**config.mk**
```make
export PLATFORM = sky130hd
export DESIGN_NAME = ddr2_bringup_seq
export DESIGN_NICKNAME = d
export VERILOG_FILES = /design/src/rtl/ddr2_bringup_pkg.sv /design/src/rtl/ddr2_step_decode.sv /design/src/rtl/ddr2_step_delay.sv /design/src/rtl/ddr2_delay_timer.sv /design/src/rtl/ddr2_bringup_seq.sv
export SDC_FILE = /design/constraint.sdc
export NUM_CORES = 1
export LEC_CHECK = 0
export ABC_CLOCK_PERIOD_IN_PS = 3200
export CAP_MARGIN = 10
export CELL_PAD_IN_SITES_DETAIL_PLACEMENT = 0
export CELL_PAD_IN_SITES_GLOBAL_PLACEMENT = 1
export CORE_MARGIN = 2
export CORE_UTILIZATION = 29
export DETAILED_ROUTE_END_ITERATION = 16
export PLACE_DENSITY = 0.79
export SLEW_MARGIN = 20
export SYNTH_ARGS = -nofsm -noshare
export SYNTH_HDL_FRONTEND = slang
export SYNTH_SLANG_ARGS = --single-unit
```
**constraint.sdc**
```tcl
create_clock -name clk -period 3.2 [get_ports clk]
set_input_delay 0.32 -clock clk [delete_from_list [all_inputs] [get_ports clk]]
set_output_delay 0.32 -clock clk [all_outputs]
set_load 0.05 [all_outputs]
```
**src/rtl/ddr2_bringup_pkg.sv**
```systemverilog
// Shared definitions for the DDR2 bring-up sequencer.
// Command codes are the {cs_n, ras_n, cas_n, we_n} levels, and the fixed
// step positions are given up to the first refresh step.
package ddr2_bringup_pkg;

    typedef enum logic [3:0] {
        CMD_MRS = 4'b0000,
        CMD_REF = 4'b0001,
        CMD_PRE = 4'b0010,
        CMD_NOP = 4'b0111
    } cmd_t;

    localparam int STEP_PWR   = 0;
    localparam int STEP_CKE   = 1;
    localparam int STEP_PRE1  = 2;
    localparam int STEP_EMR2  = 3;
    localparam int STEP_EMR3  = 4;
    localparam int STEP_EMR1  = 5;
    localparam int STEP_MRDLL = 6;
    localparam int STEP_PRE2  = 7;
    localparam int STEP_REF0  = 8;

    // Number of steps that follow the refresh group (MR, OCD default, OCD exit, settle, done)
    localparam int STEP_TAIL  = 5;

    function automatic int clamp1(input int v);
        return (v < 1) ? 1 : v;
    endfunction

endpackage

```
**src/rtl/ddr2_step_decode.sv**
```systemverilog
// Step decoder: maps the current step index to the command, bank select
// and address that the step issues in its first cycle.
// Assumes ADDR_W >= 11 and BA_W >= 2; steps without a command yield NOP.
module ddr2_step_decode
    import ddr2_bringup_pkg::*;
#(
    parameter int ADDR_W  = 13,
    parameter int BA_W    = 3,
    parameter int REF_CNT = 2,
    parameter int STEP_W  = 4
) (
    input  logic [STEP_W-1:0] step,
    input  logic [ADDR_W-1:0] mr_val,
    input  logic [ADDR_W-1:0] emr1_val,
    input  logic [ADDR_W-1:0] emr2_val,
    output cmd_t              cmd,
    output logic [BA_W-1:0]   ba_o,
    output logic [ADDR_W-1:0] addr_o
);

    localparam logic [STEP_W-1:0] ST_PRE1  = STEP_W'(STEP_PRE1);
    localparam logic [STEP_W-1:0] ST_EMR2  = STEP_W'(STEP_EMR2);
    localparam logic [STEP_W-1:0] ST_EMR3  = STEP_W'(STEP_EMR3);
    localparam logic [STEP_W-1:0] ST_EMR1  = STEP_W'(STEP_EMR1);
    localparam logic [STEP_W-1:0] ST_MRDLL = STEP_W'(STEP_MRDLL);
    localparam logic [STEP_W-1:0] ST_PRE2  = STEP_W'(STEP_PRE2);
    localparam logic [STEP_W-1:0] ST_REF0  = STEP_W'(STEP_REF0);
    localparam logic [STEP_W-1:0] ST_MRS   = STEP_W'(STEP_REF0 + REF_CNT);
    localparam logic [STEP_W-1:0] ST_OCDD  = STEP_W'(STEP_REF0 + REF_CNT + 1);
    localparam logic [STEP_W-1:0] ST_OCDX  = STEP_W'(STEP_REF0 + REF_CNT + 2);

    localparam logic [ADDR_W-1:0] DLL_RST_BIT = ADDR_W'(1) << 8;
    localparam logic [ADDR_W-1:0] DLL_OFF_BIT = ADDR_W'(1);
    localparam logic [ADDR_W-1:0] OCD_FIELD   = ADDR_W'(7) << 7;
    localparam logic [ADDR_W-1:0] PRE_ALL_BIT = ADDR_W'(1) << 10;

    logic [ADDR_W-1:0] emr1_base;

    // EMR1 with the DLL enabled and the driver calibration field cleared
    assign emr1_base = emr1_val & ~(DLL_OFF_BIT | OCD_FIELD);

    // Command table lookup for the current step
    always_comb begin
        cmd    = CMD_NOP;
        ba_o   = '0;
        addr_o = '0;
        if (step == ST_PRE1 || step == ST_PRE2) begin
            cmd    = CMD_PRE;
            addr_o = PRE_ALL_BIT;
        end else if (step == ST_EMR2) begin
            cmd    = CMD_MRS;
            ba_o   = BA_W'(2'd2);
            addr_o = emr2_val;
        end else if (step == ST_EMR3) begin
            cmd    = CMD_MRS;
            ba_o   = BA_W'(2'd3);
        end else if (step == ST_EMR1) begin
            cmd    = CMD_MRS;
            ba_o   = BA_W'(2'd1);
            addr_o = emr1_base;
        end else if (step == ST_MRDLL) begin
            cmd    = CMD_MRS;
            addr_o = mr_val | DLL_RST_BIT;
        end else if (step >= ST_REF0 && step < ST_MRS) begin
            cmd    = CMD_REF;
        end else if (step == ST_MRS) begin
            cmd    = CMD_MRS;
            addr_o = mr_val & ~DLL_RST_BIT;
        end else if (step == ST_OCDD) begin
            cmd    = CMD_MRS;
            ba_o   = BA_W'(2'd1);
            addr_o = emr1_base | OCD_FIELD;
        end else if (step == ST_OCDX) begin
            cmd    = CMD_MRS;
            ba_o   = BA_W'(2'd1);
            addr_o = emr1_base;
        end
    end

endmodule

```
**src/rtl/ddr2_step_delay.sv**
```systemverilog
// Step length lookup: returns how many cycles a step occupies, from its
// command slot to the next step's slot. Every length is at least 1.
module ddr2_step_delay
    import ddr2_bringup_pkg::*;
#(
    parameter int STEP_W     = 4,
    parameter int CNT_W      = 14,
    parameter int REF_CNT    = 2,
    parameter int PWR_WAIT   = 10000,
    parameter int NOP_WAIT   = 20,
    parameter int T_RP       = 3,
    parameter int T_MRD      = 2,
    parameter int T_RFC      = 7,
    parameter int DLL_SETTLE = 200
) (
    input  logic [STEP_W-1:0] step,
    output logic [CNT_W-1:0]  len
);

    localparam logic [STEP_W-1:0] ST_PWR    = STEP_W'(STEP_PWR);
    localparam logic [STEP_W-1:0] ST_CKE    = STEP_W'(STEP_CKE);
    localparam logic [STEP_W-1:0] ST_PRE1   = STEP_W'(STEP_PRE1);
    localparam logic [STEP_W-1:0] ST_PRE2   = STEP_W'(STEP_PRE2);
    localparam logic [STEP_W-1:0] ST_REF0   = STEP_W'(STEP_REF0);
    localparam logic [STEP_W-1:0] ST_MRS    = STEP_W'(STEP_REF0 + REF_CNT);
    localparam logic [STEP_W-1:0] ST_SETTLE = STEP_W'(STEP_REF0 + REF_CNT + 3);
    localparam logic [STEP_W-1:0] ST_DONE   = STEP_W'(STEP_REF0 + REF_CNT + 4);

    // Length per step class
    always_comb begin
        if (step == ST_PWR)                            len = CNT_W'(clamp1(PWR_WAIT));
        else if (step == ST_CKE)                       len = CNT_W'(clamp1(NOP_WAIT));
        else if (step == ST_PRE1 || step == ST_PRE2)   len = CNT_W'(clamp1(T_RP));
        else if (step >= ST_REF0 && step < ST_MRS)     len = CNT_W'(clamp1(T_RFC));
        else if (step == ST_SETTLE)                    len = CNT_W'(clamp1(DLL_SETTLE));
        else if (step >= ST_DONE)                      len = CNT_W'(1);
        else                                           len = CNT_W'(clamp1(T_MRD));
    end

endmodule

```
**src/rtl/ddr2_delay_timer.sv**
```systemverilog
// Single down-counter shared by all steps. It is loaded with (length-1)
// on each step change and flags the first cycle of a step. Assumes
// next_len >= 1.
module ddr2_delay_timer #(
    parameter int CNT_W     = 14,
    parameter int INIT_LOAD = 1
) (
    input  logic             clk,
    input  logic             rst_n,
    input  logic             advance,
    input  logic [CNT_W-1:0] next_len,
    output logic             expire,
    output logic             fresh
);

    logic [CNT_W-1:0] cnt;

    assign expire = (cnt == '0);

    // Reload on step change, otherwise count down to zero
    always_ff @(posedge clk) begin
        if (!rst_n) begin
            cnt   <= CNT_W'(INIT_LOAD - 1);
            fresh <= 1'b1;
        end else if (advance) begin
            cnt   <= next_len - CNT_W'(1);
            fresh <= 1'b1;
        end else begin
            fresh <= 1'b0;
            if (cnt != '0) cnt <= cnt - CNT_W'(1);
        end
    end

endmodule

```
**src/rtl/ddr2_bringup_seq.sv**
```systemverilog
// DDR2 bring-up sequencer top. It steps through the fixed start-up order
// and issues each step's command in the step's first cycle, with NOP in
// all other cycles. Assumes the mode-register inputs are steady from
// reset release to init_done.
module ddr2_bringup_seq
    import ddr2_bringup_pkg::*;
#(
    parameter int ADDR_W     = 13,
    parameter int BA_W       = 3,
    parameter int REF_CNT    = 2,
    parameter int PWR_WAIT   = 10000,
    parameter int NOP_WAIT   = 20,
    parameter int T_RP       = 3,
    parameter int T_MRD      = 2,
    parameter int T_RFC      = 7,
    parameter int DLL_SETTLE = 200
) (
    input  logic              clk,
    input  logic              rst_n,
    input  logic [ADDR_W-1:0] mr_val,
    input  logic [ADDR_W-1:0] emr1_val,
    input  logic [ADDR_W-1:0] emr2_val,
    output logic              cke,
    output logic              odt,
    output logic              cs_n,
    output logic              ras_n,
    output logic              cas_n,
    output logic              we_n,
    output logic [BA_W-1:0]   ba,
    output logic [ADDR_W-1:0] addr,
    output logic              init_done
);

    localparam int LAST_STEP = STEP_REF0 + REF_CNT + STEP_TAIL - 1;
    localparam int STEP_W    = $clog2(LAST_STEP + 1);
    localparam int MAX_A     = (clamp1(PWR_WAIT) > clamp1(DLL_SETTLE)) ? clamp1(PWR_WAIT) : clamp1(DLL_SETTLE);
    localparam int MAX_B     = (clamp1(T_RFC) > clamp1(NOP_WAIT)) ? clamp1(T_RFC) : clamp1(NOP_WAIT);
    localparam int MAX_C     = (clamp1(T_RP) > clamp1(T_MRD)) ? clamp1(T_RP) : clamp1(T_MRD);
    localparam int MAX_AB    = (MAX_A > MAX_B) ? MAX_A : MAX_B;
    localparam int MAX_LEN   = (MAX_AB > MAX_C) ? MAX_AB : MAX_C;
    localparam int CNT_W     = $clog2(MAX_LEN + 1);
    localparam logic [STEP_W-1:0] ST_PWR  = STEP_W'(STEP_PWR);
    localparam logic [STEP_W-1:0] ST_DONE = STEP_W'(LAST_STEP);

    logic [STEP_W-1:0] step;
    logic [STEP_W-1:0] step_nxt;
    logic [CNT_W-1:0]  nxt_len;
    logic              expire;
    logic              fresh;
    logic              advance;
    cmd_t              dec_cmd;
    cmd_t              bus_cmd;
    logic [BA_W-1:0]   dec_ba;
    logic [ADDR_W-1:0] dec_addr;

    assign advance  = expire && (step != ST_DONE);
    assign step_nxt = (step == ST_DONE) ? step : step + STEP_W'(1);

    // Step register: moves forward one step when the timer expires
    always_ff @(posedge clk) begin
        if (!rst_n)       step <= ST_PWR;
        else if (advance) step <= step_nxt;
    end

    ddr2_step_delay #(
        .STEP_W(STEP_W), .CNT_W(CNT_W), .REF_CNT(REF_CNT),
        .PWR_WAIT(PWR_WAIT), .NOP_WAIT(NOP_WAIT), .T_RP(T_RP),
        .T_MRD(T_MRD), .T_RFC(T_RFC), .DLL_SETTLE(DLL_SETTLE)
    ) u_len (
        .step (step_nxt),
        .len  (nxt_len)
    );

    ddr2_delay_timer #(
        .CNT_W(CNT_W), .INIT_LOAD(clamp1(PWR_WAIT))
    ) u_timer (
        .clk      (clk),
        .rst_n    (rst_n),
        .advance  (advance),
        .next_len (nxt_len),
        .expire   (expire),
        .fresh    (fresh)
    );

    ddr2_step_decode #(
        .ADDR_W(ADDR_W), .BA_W(BA_W), .REF_CNT(REF_CNT), .STEP_W(STEP_W)
    ) u_dec (
        .step     (step),
        .mr_val   (mr_val),
        .emr1_val (emr1_val),
        .emr2_val (emr2_val),
        .cmd      (dec_cmd),
        .ba_o     (dec_ba),
        .addr_o   (dec_addr)
    );

    // Drive the step's command only in its first cycle, NOP otherwise
    always_comb begin
        bus_cmd = fresh ? dec_cmd : CMD_NOP;
        ba      = fresh ? dec_ba : '0;
        addr    = fresh ? dec_addr : '0;
    end

    assign {cs_n, ras_n, cas_n, we_n} = bus_cmd;
    assign cke       = (step != ST_PWR);
    assign odt       = 1'b0;
    assign init_done = (step == ST_DONE);

endmodule

```
# Yosys cells after proc, flatten, opt, wreduce, memory -nomap -nowiden
# Index checks and enable logic that the tools add are counted.
# Widths: inputs -> output; s select.
[totals]
ff_bits = 19
in_bits = 41
out_inout_bits = 23
elab_cells = 76
[classes]
n_addsub = 3
order_cmp = 5
n_eq_ne = 15
muxes = 40
reduce_logical = 10
[ops]
columns = ["op", "count"]
rows = [
  ["$mux 13", 10],
  ["$mux 14", 7],
  ["$mux 4", 10],
  ["$mux 3", 10],
  ["$sub 14x1->14 const B", 2],
  ["$eq 4x3->1 const B", 5],
  ["$eq 4x4->1 const B", 5],
  ["$logic_not 14->1", 1],
  ["$reduce_bool 14->1", 1],
  ["$eq 4x2->1 const B", 3],
  ["$ge 4x4->1 const B", 3],
  ["$lt 4x4->1 const B", 2],
  ["$add 4x1->4 const B", 1],
  ["$eq 4x1->1 const B", 1],
  ["$logic_not 4->1", 1],
  ["$ne 4x4->1 const B", 1],
  ["$reduce_bool 4->1", 1],
  ["$logic_and 1x1->1", 3],
  ["$logic_or 1x1->1", 2],
  ["$mux 1", 2],
  ["$mux 2", 1],
  ["$reduce_bool 2->1", 1],
]

# Longest topological paths before layout
[logic_depth]
depth_word = 11
ltp_mapped = 15
ltp_nobuf = 13

# By module
# Synthesis repeated with hierarchy kept, for this count alone.
[unflattened]
cells_unflattened = 260
hier_area_um2 = 2077.0
[modules_own_cells]
columns = ["mod", "n_inst", "cells_each", "area_per_inst_um2", "seq_area_each_um2"]
rows = [
  ["ddr2_delay_timer", 1, 117, 1034.7, 300.3],
  ["ddr2_step_decode", 1, 66, 476.7, 0.0],
  ["ddr2_bringup_seq", 1, 56, 419.2, 80.1],
  ["ddr2_step_delay", 1, 21, 146.4, 0.0],
]

# Worst setup path after synthesis
# OpenSTA, ideal clock, no wires.
[synth_timing]
kind = "register to register"
start = "register step[0]"
end = "register u_timer.cnt[12]"
setup_ns = 0.070
t_arrival_ns = 3.024
t_required_ns = 3.130
path_slack_ns = 0.106
stages_incl_launch_ff = 16
path_buffers = 2
period_less_slack_ns = 3.094
cell_sequence = "dfxtp_1 -> buf_4 -> inv_1 -> ha_1 -> buf_2 -> nand3_2 -> inv_1 -> nor2_1 -> o2111ai_1 -> nand2b_1 -> inv_1 -> ha_1 -> nand2_1 -> or3_4 -> or4_1 -> a21boi_1"
[synth_via]
elab_chain_cells = 11
word_cells_on_any_way = 24
classes_between = "2 x add/sub; 3 x order compare; 6 x eq/ne; 8 x mux; 5 x reduce/logical"
[synth_rtl]
columns = ["item", "line_no", "rtl"]
rows = [
  ["start: declaration", "ddr2_bringup_seq.sv:45", "logic [STEP_W-1:0] step;"],
  ["start signal: assignment", "ddr2_bringup_seq.sv:62", "else if (advance) step <= step_nxt;"],
  ["$eq 4x4->1 *", "n/a", ""],
  ["named net init_done", "ddr2_bringup_seq.sv:31", "output logic init_done"],
  ["$mux 4 *", "ddr2_bringup_seq.sv:57", "assign step_nxt = (step == ST_DONE) ? step : step + STEP_W'(1);"],
  ["$ge 4x4->1", "ddr2_step_delay.sv:36", "else if (step >= ST_DONE) len = CNT_W'(1);"],
  ["$mux 2", "ddr2_step_delay.sv:36", ""],
  ["$mux 14", "ddr2_step_delay.sv:35", "else if (step == ST_SETTLE) len = CNT_W'(clamp1(DLL_SETTLE));"],
  ["$mux 14", "ddr2_step_delay.sv:34", "else if (step >= ST_REF0 && step < ST_MRS) len = CNT_W'(clamp1(T_RFC));"],
  ["$mux 14", "ddr2_step_delay.sv:33", "else if (step == ST_PRE1 || step == ST_PRE2) len = CNT_W'(clamp1(T_RP));"],
  ["$mux 14", "ddr2_step_delay.sv:32", "else if (step == ST_CKE) len = CNT_W'(clamp1(NOP_WAIT));"],
  ["$mux 14 *", "ddr2_step_delay.sv:31", "if (step == ST_PWR) len = CNT_W'(clamp1(PWR_WAIT));"],
  ["$sub 14x1->14 *", "ddr2_delay_timer.sv:26", "cnt <= next_len - CNT_W'(1);"],
  ["$mux 14 *", "ddr2_delay_timer.sv:25", "end else if (advance) begin"],
  ["end signal: assignment", "ddr2_delay_timer.sv:23", "cnt <= CNT_W'(INIT_LOAD - 1);"],
  ["end signal: assignment", "ddr2_delay_timer.sv:26", ""],
  ["end signal: assignment", "ddr2_delay_timer.sv:30", "if (cnt != '0) cnt <= cnt - CNT_W'(1);"],
  ["end: declaration", "ddr2_delay_timer.sv:16", "logic [CNT_W-1:0] cnt;"],
]
# The timed path passes the listed nets; every way through them passes the cells marked *.
# A chain may end at the register's enable or synchronous reset.

# Final worst setup path
[layout_timing]
start = "register step[1]"
end = "register u_timer.cnt[12]"
[layout_via]
elab_chain_cells = 11
word_cells_on_any_way = 24
classes_between = "2 x add/sub; 3 x order compare; 6 x eq/ne; 8 x mux; 5 x reduce/logical"
[layout_rtl]
columns = ["item", "line_no"]
rows = [
  ["$add 4x1->4 / $eq 4x4->1 (equally long branches)", "ddr2_bringup_seq.sv:57"],
  ["$mux 4", "ddr2_bringup_seq.sv:57"],
  ["$ge 4x4->1", "ddr2_step_delay.sv:36"],
  ["$mux 2", "ddr2_step_delay.sv:36"],
  ["$mux 14", "ddr2_step_delay.sv:35"],
  ["$mux 14", "ddr2_step_delay.sv:34"],
  ["$mux 14", "ddr2_step_delay.sv:33"],
  ["$mux 14", "ddr2_step_delay.sv:32"],
  ["$mux 14", "ddr2_step_delay.sv:31"],
  ["$sub 14x1->14", "ddr2_delay_timer.sv:26"],
  ["$mux 14", "ddr2_delay_timer.sv:25"],
]
# Several ways; a longest one is shown, not always the timed one.

==> summary.txt <==
Max IR drop VDD = 199 uV
DR pass1 iterations = 4
clock buffer depth = 2
Synth Cell Area = 0.00186 sq mm
Worst Setup End Kind = flop
Routed WL = 5760 um
Gate power share = 14.0%
WP data arrival = 3.23 ns
final net count = 373
GPL Wtd Cong = 0.826
Hold Path Sink = u_timer.cnt[10]
Primary FF master, synth = dfxtp_1
root buffer cell = clkbuf_8
core footprint = 0.00628 sq mm
ratio of cells with drive above 1 in the final layout = 17.5%
Final Setup Violations = 0
first-pass GRT wire length = 9540 um
syn_area_per_cell = 7.05 sq um
Final min period = 3.03 ns
DRC = 0
maxcap violations = 0
cell internal pwr = 370 uW
number of global-route vias before repair = 1991
routed vias/inst = 5.29
Hold Path Depth = 1
status = completed
Post-Place Cells = 398
H-tree Lvls = 1
Clk pwr share = 36.0%
Avg WL per Cell = 14.3 um
Global Route Usage Sum = 16.0%
CP peak stage delay = 0.47 ns
final hold vios = 0
Clock transition at path regs = 0.08 ns
Ant. Diodes = 0
HP Class = flop to flop
GRT overflow = 0
Num Clock Sinks = 19
critical hold path startpoint = u_timer.cnt[10]
Sw Share = 24.1%
CP max stage cell = or4_1
Yosys warnings = 0
IO Count = 64
Worst R2R Start = step[1]
die extent in x = 84.1 um
skew final = 0.00507 ns
Fill cells = 646
non-filler cells, final = 402
TritonCTS buffer count = 3
depth of the worst register-to-register path = 14
vias = 2125
Yosys reg bits = 19
Tcrit/Tclk final = 94.7%
Final HPWL DP = 4440 um
Distinct cells, synth = 58
Layout Area Growth over Synthesis = 46.0%
startpoint type of the worst setup path = flop
static leakage = 0.00103 uW
Die Ht = 84.1 um
final setup TNS = 0 ns
slew of the pin with the lowest slew margin = 0.570 ns
register share of total power = 50.0%
sequential share of the synthesized area = 20.4%
CTS Hold Bufs = 0
Final ANT Viol Nets = 0
worst r2r dst = u_timer.cnt[12]
count of flip-flops with a built-in enable after synthesis = 0
Std-Cell Rows = 29
critical path fanouts, max = 8
Gate Count Post-Synth = 264
Die ar. = 0.00708 sq mm
critical path cell sequence = buf_4 > inv_1 > ha_1 > nor2_1 > a211oi_1 > o21ai_2 > o2111ai_1 > nand2b_1 > inv_1 > ha_1 > nand2_1 > or3_4 > or4_1 > a21boi_1
TritonCTS clock tree = done
Initial Util = 29.7%
PortBufs = 55
Max Slew Vio Count = 0
largest net degree at the start of global routing = 17
RSZ-0062 raised after global routing = no
initial DRC count = 84
Post-CTS Resized = 0
slew margin rel. = 62.0%
Worst EP required = 3.40 ns
# Post-CTS Setup Buffers = 0
initial antenna violation count = 0
async set-reset flop share out of synthesis = 0%
worst skew pair latency = 0.27 ns
Peak Freq = 0.330 GHz
WS Path Type = flop to flop
R2R Setup Slk = 0.17 ns
Psw = 117 uW
Pwr per Cell Area = 179 mW/mm^2
==> cell usage in the layout, fill, tap and decap left out, drive strengths merged, types with 4 or more instances in the layout <==
| cell | n |
|---|---|
| nand2b | 8 |
| a31oi | 4 |
| or3 | 4 |
| nand3 | 7 |
| nor4 | 5 |
| inv | 9 |
| and2 | 4 |
| nor2b | 4 |
| nor3 | 7 |
| a22oi | 11 |
| dfxtp | 19 |
| buf | 35 |
| o21ai | 23 |
| xnor2 | 4 |
| clkdlybuf4s50 | 38 |
| nand2 | 19 |
| ha | 6 |
| nor2 | 39 |
| a21oi | 22 |
| a21boi | 4 |
| o31ai | 4 |
==> power groups by stage <==
| stage | Combinational [uW] | Sequential, uW | Clock [uW] |
|---|---|---|---|
| global route | 72.7 | 244 | 189 |
| finish | 68.0 | 244 | 176 |
| detailed placement | 67.6 | 249 | 0 |
| CTS | 68.3 | 244 | 180 |
| floorplan | 24.0 | 249 | 0 |
| global placement | 67.4 | 249 | 0 |
==> cells by family after synthesis <==
kind of cell / synth area share, %
AO/OA/AOI/OAI: 33.4
buffers and inverters: 7.19
multiplexers: 1.14
other: 0.201
AND/OR/NAND/NOR: 30.8
flip-flops: 20.4
XOR/XNOR: 2.82
adder cells (fa/ha/maj): 4.03
==> flip-flops by register name, indices dropped and copies added, names as in the netlist <==
name	flops
u_timer.fresh	1
u_timer.cnt	14
step	4
==> stage by stage <==
| step | setup slack [ns] | total power, uW | instance area (sq um) | util, % | hold slack [ns] |
|---|---|---|---|---|---|
| floorplan | 0.106 | 273 | 1870 | - | 0.427 |
| CTS | 0.0827 | 492 | 2690 | 42.9 | 0.467 |
| global route | 0.000661 | 506 | 2720 | 43.3 | 0.480 |
| detailed placement | 0.120 | 317 | 2650 | 42.2 | 0.450 |
| global placement | 0.163 | 317 | 2650 | 42.2 | 0.436 |
| finish | 0.169 | 487 | 2720 | 43.3 | 0.464 |
==> worst max-delay path: cells and delay by family (launching register included) <==
kind | cells | cell delay, ns
simple gates | 5 | 1.11
fa+ha+maj | 2 | 0.39
compound gates | 4 | 0.69
flops | 1 | 0.36
buf+inv | 3 | 0.38
==> cells in the mapped netlist, types with 3 or more instances <==
| master | count | share of area [%] |
|---|---|---|
| buf_4 | 6 | 2.4 |
| nor2_1 | 39 | 7.9 |
| a21oi_1 | 22 | 5.9 |
| nor4_1 | 4 | 1.3 |
| a22oi_1 | 11 | 4.4 |
| nand4_1 | 3 | 1.0 |
| dfxtp_1 | 19 | 20 |
| o31ai_1 | 4 | 1.6 |
| nand2b_1 | 8 | 2.7 |
| or4_1 | 3 | 1.2 |
| a21boi_0 | 3 | 1.2 |
| nand2_1 | 19 | 3.8 |
| or3_1 | 3 | 1.0 |
| ha_1 | 6 | 4.0 |
| clkbuf_1 | 7 | 1.4 |
| and2_1 | 4 | 1.3 |
| nor2b_1 | 4 | 1.3 |
| inv_1 | 9 | 1.8 |
| xnor2_1 | 4 | 1.9 |
| nor3_1 | 7 | 1.9 |
| o21ai_0 | 21 | 5.6 |
| nand3_1 | 6 | 1.6 |
| a21o_1 | 3 | 1.2 |
| a31oi_1 | 4 | 1.3 |
==> worst max path at each step <==
stage	from	endpoint	slack (ns)	cells after the start
after floorplan	step[0]	u_timer.cnt[12]	0.11	15
after global placement	step[1]	u_timer.cnt[12]	0.16	13
after detailed placement	step[1]	u_timer.cnt[12]	0.12	13
after CTS	step[1]	u_timer.cnt[12]	0.08	13
after global routing	step[1]	u_timer.cnt[12]	0.0007	14
final	step[1]	u_timer.cnt[12]	0.17	14
==> final cells by class <==
class	instances	area (sq um)	area share, %
Inverter	9	33.8	1.24
Clock buffer	3	41.3	1.52
Sequential cell	19	380	14.0
Multi-Input combinational cell	220	1380	50.8
Timing Repair Buffer	73	781	28.7
Clock inverter	1	5.00	0.184
Tap cell	77	96.3	3.54
==> routing by layer <==
layer  part of all wire (%)  wire, um  GRT usage (%)
met2                     47      2700           27.3
met1                     47      2680           21.3
met5                      0         0              0
met4                   0.89        51           3.52
met3                    5.6       324           2.47
Power figures use the tool's default switching activity.
